**config.mk**
```make
export PLATFORM = sky130hd
export DESIGN_NAME = sys_cfg_once
export DESIGN_NICKNAME = d
export VERILOG_FILES = /design/src/rtl/sys_cfg_once.sv
export SDC_FILE = /design/constraint.sdc
export NUM_CORES = 1
export LEC_CHECK = 0
export BUFFER_PORTS_ARGS = -buffer_cell sky130_fd_sc_hd__buf_2
export CORE_AREA = 2 2 39 41
export CTS_CLUSTER_DIAMETER = 40
export CTS_CLUSTER_SIZE = 24
export DETAILED_ROUTE_END_ITERATION = 6
export DIE_AREA = 0 0 41 43
export PLACE_DENSITY = 0.76
export RECOVER_POWER = 25
export SYNTH_ARGS = -nofsm -noshare
export SYNTH_HDL_FRONTEND = slang
export SYNTH_SLANG_ARGS = --single-unit
```
**constraint.sdc**
```tcl
create_clock -name clk -period 1.25 [get_ports clk]
set_input_delay 0.3125 -clock clk [delete_from_list [all_inputs] [get_ports clk]]
set_output_delay 0.3125 -clock clk [all_outputs]
set_load 0.01 [all_outputs]
```
**src/rtl/sys_cfg_once.sv**
```systemverilog
module sys_cfg_once #(
  parameter int ADDR_W = 2
) (
  input  logic              clk,
  input  logic              rst_n,
  input  logic              strap_dat,
  input  logic              strap_berr,
  input  logic [ADDR_W-1:0] bus_addr,
  input  logic              bus_wr,
  input  logic [7:0]        bus_wdata,
  input  logic              bus_rd,
  output logic [7:0]        bus_rdata,
  output logic [1:0]        mode_o,
  output logic              rw_oe,
  output logic [3:0]        arb_pri
);
  localparam logic [1:0] M_SINGLE = 2'b00;
  localparam logic [1:0] M_EXP8   = 2'b01;
  localparam logic [1:0] M_EXP16  = 2'b10;
  localparam logic [ADDR_W-1:0] A_CFG  = ADDR_W'(0);
  localparam logic [ADDR_W-1:0] A_STAT = ADDR_W'(1);

  logic [1:0] mode_q, strap_mode;
  logic       rwd_q, wrote_q;
  logic [3:0] arb_q;
  logic       cfg_we;

  assign strap_mode = !strap_berr ? M_SINGLE : (strap_dat ? M_EXP16 : M_EXP8);
  assign cfg_we     = bus_wr && (bus_addr == A_CFG);

  always_ff @(posedge clk) begin
    if (!rst_n) mode_q <= strap_mode;
  end

  always_ff @(posedge clk) begin
    if (!rst_n) begin
      rwd_q   <= (strap_mode == M_SINGLE);
      arb_q   <= 4'hF;
      wrote_q <= 1'b0;
    end else if (cfg_we) begin
      arb_q   <= bus_wdata[3:0];
      wrote_q <= 1'b1;
      if (!wrote_q) rwd_q <= bus_wdata[7];
    end
  end

  always_comb begin
    bus_rdata = 8'h00;
    if (bus_rd) begin
      if (bus_addr == A_CFG)       bus_rdata = {rwd_q, 3'b000, arb_q};
      else if (bus_addr == A_STAT) bus_rdata = {5'b00000, wrote_q, mode_q};
    end
  end

  assign mode_o  = mode_q;
  assign rw_oe   = !rwd_q;
  assign arb_pri = arb_q;
endmodule


```
==> run_results.csv <==
group,metric,value,unit
run_status,status,"finished, violations left",
run_status,violations,"setup timing",
synth,ys_types,20,
routing,drt_iter0_drc,1,
pwr,leakage,0.317,nW
die,die-area,1760,sq um
layout,finalNonFillerCells,89,
clock_network,numCtsBuffers,3,
synth,synth_top_area_cell,"dfxtp_1",
clock_network,root_buffer,"clkbuf_4",
routing,drt-total-wl,964,microns
worst_setup_path,arrival,0.97,ns
worst_setup_path,cp_cell_sequence,"mux2i_1 > nor2_1 > buf_2",
timing,hold_viol,0,
worst_setup_path,startpoint_type,"flop",
worst_setup_path,cp_slowest_cell,"edfxtp_1",
routing,wl_per_cell,10.8,microns
clock_network,htreeDepth,1,
timing,hold_ws,0.340,ns
routing,drtAntennaViolNets,0,
routing,num_vias,396,
die,die_h,43,microns
clock_network,path_clk_slew,0.06,ns
worst_setup_path,timing.rr.start,"wrote_q$_SDFFE_PN0P_",
timing,rsz0062_at_grt,"true",
worst_setup_path,r2r-end,"rwd_q$_DFFE_PP_",
routing,drtPass1Iterations,2,
timing,post-route-period-util,102,%
synth,synth_seq_cells,8,
grt,grt_pass1_vias,383,
clock_network,cts_tree,"done",
routing,via_per_inst,4.45,
clock_network,clock_latency,0.24,ns
die,pin_count,31,
place,dp_slack,0.00418,ns
place,dpl.hpwl,773,microns
clock_network,clkSinkCount,8,
grt,antenna_found_initial,0,
synth,netlist_area,449,sq um
timing,setup_slack,-0.0282,ns
synth,ys_top_cells_by_area,"dfxtp_1 22%, edfxtp_1 20%, nand4bb_1 10%",
layout,drive_gt1_share,46.6,%
timing,clock.fmax,782,MHz
min_path,worstHoldPathCells,2,
die,die_w,41,microns
flow_run,drv_cap,0,
worst_setup_path,end_kind,"primary output",
worst_setup_path,critical_path_class,"reg -> out",
clock_network,holdBufCountCts,0,
min_path,hold_start,"strap_dat",
die,rows,14,
pwr,p_per_area,1020,nW/um^2
pwr,max-vdd-ir-drop,0.555,mV
layout,final_cell_mix,"22 x buf_2, 7 x inv_1, 4 x nand4bb_1, 4 x o211ai_1, 4 x clkbuf_4",
timing,fin_crit,1.28,ns
grt,grt_max_degree,11,
place,gp_congestion,0.796,
place,placed_cells_incl_taps,85,
layout,finalNetCount,90,
pwr,p_total,0.629,mW
layout,syn2layout_area_growth,37.6,%
synth,yosysSeqAreaShare,42.3,%
timing,slew_viol_final,0,
worst_setup_path,r2r_setup_slack,0.50,ns
layout,final_common_cell,"buf_2",
timing,final.setup_skew,0.0000750,ns
worst_setup_path,r2r_cells,2,
routing,drc,0,
synth,netlist_instances,46,
worst_setup_path,critPathRequiredTime,0.94,ns
grt,grt_first_pass_wirelength,1540,microns
place,io_buffers,24,
timing,setup_viol,3,
layout,antenna_cells,0,
timing,setup_tns,-0.0327,ns
min_path,hold_end,"mode_o[0]$_DFFE_PN_",
worst_setup_path,critPathMaxFanout,2,
synth,yosysWarnings,0,
worst_setup_path,slowest_delay,0.38,ns
grt,grt_overflow,0,
synth,syn_area_per_cell,9.76,sq um
grt,grt_use_total,12.7,%
die,start_util,32.5,%
synth,yosysTopAreaCellShare,22.3,%
die,design.core.area,1380,sq um
clock_network,cts_max_path_buffers,2,
min_path,hold_class,"in -> reg",
-- per-layer routing --
metal	vias to the layer above	global-route usage, %	part of all wire (%)
li1	203	-	-
met1	179	16.1	41
met2	14	20.0	51
met3	0	2.09	7.2
met4	0	6.00	0
met5	-	0	0
-- stage by stage --
step,instance area (sq um),utilization [%]
CTS,608,43.9
global route,618,44.7
global placement,574,41.5
finish,618,44.7
floorplan,457,-
detailed placement,574,41.5
-- cells in the mapped netlist --
cell and count:
nor3_1 2, nor2_1 3, o211ai_1 4, and2_1 1
nor3b_4 1, buf_4 3, nand4bb_1 4, o21a_1 1
nand2b_1 1, conb_1 1, buf_6 1, inv_1 7
o21ai_0 1, mux2i_1 3, nor2b_1 1, clkbuf_1 1
a21o_1 1, dfxtp_1 5, nand2_1 2, edfxtp_1 3
-- worst max path at each step --
stage,startpoint,endpoint,slack [ns],cells past startpoint
after floorplan,bus_addr[0],rwd_q$_DFFE_PP_,0.12,3
after global placement,bus_addr[1],bus_rdata[3],0.01,4
after detailed placement,bus_addr[0],bus_rdata[0],0.004,4
after CTS,mode_o[0]$_DFFE_PN_,bus_rdata[0],-0.04,3
after global routing,rwd_q$_DFFE_PP_,bus_rdata[7],-0.09,3
final,mode_o[0]$_DFFE_PN_,bus_rdata[0],-0.03,3
-- registers in the layout (all words and copies together), names as in the netlist --
| signal | count |
|---|---|
| rwd_q | 1 |
| arb_pri | 4 |
| wrote_q | 1 |
| mode_o | 2 |
-- worst max-delay path: cells and delay by family (launching register included) --
| family | cells | cell delay, ns |
|---|---|---|
| buf+inv | 1 | 0.13 |
| flops | 1 | 0.38 |
| mux | 1 | 0.15 |
| simple gates | 1 | 0.05 |
-- where the power goes --
group	switching [mW]	internal, mW	total [mW]	leakage [nW]
sequential	0.00887	0.289	0.298	0.0700
clock	0.0882	0.122	0.210	0.0150
combinational	0.0627	0.0584	0.121	0.232
total	0.160	0.470	0.629	0.317
-- cell type report --
cell class / count / area (sq um)
fill: 141 / 766
multi-input combinational: 28 / 215
sequential: 8 / 194
timing repair buffer: 26 / 136
clock buffer: 4 / 26.3
inverter: 7 / 26.3
tap: 16 / 20.0
-- cell families (layout without fill, tap and decap cells) --
group | after synthesis | count (layout) | share of synthesized area, %
AOI/OAI and AO/OA | 7 | 7 | 11.1
buffers and inverters | 12 | 37 | 14.2
DFF | 8 | 8 | 42.3
muxes | 3 | 3 | 6.69
other | 1 | 3 | 0.835
and+or+nand+nor | 15 | 15 | 24.8
-- what timing repair did --
| item | in CTS | in global routing |
|---|---|---|
| buffers inserted | 0 | 0 |
| pin swaps | 2 | 1 |
| endpoints found under the setup margin | 4 | 5 |
| resized for setup | 1 | 5 |
No activity file was read; power rests on OpenSTA's default activity.
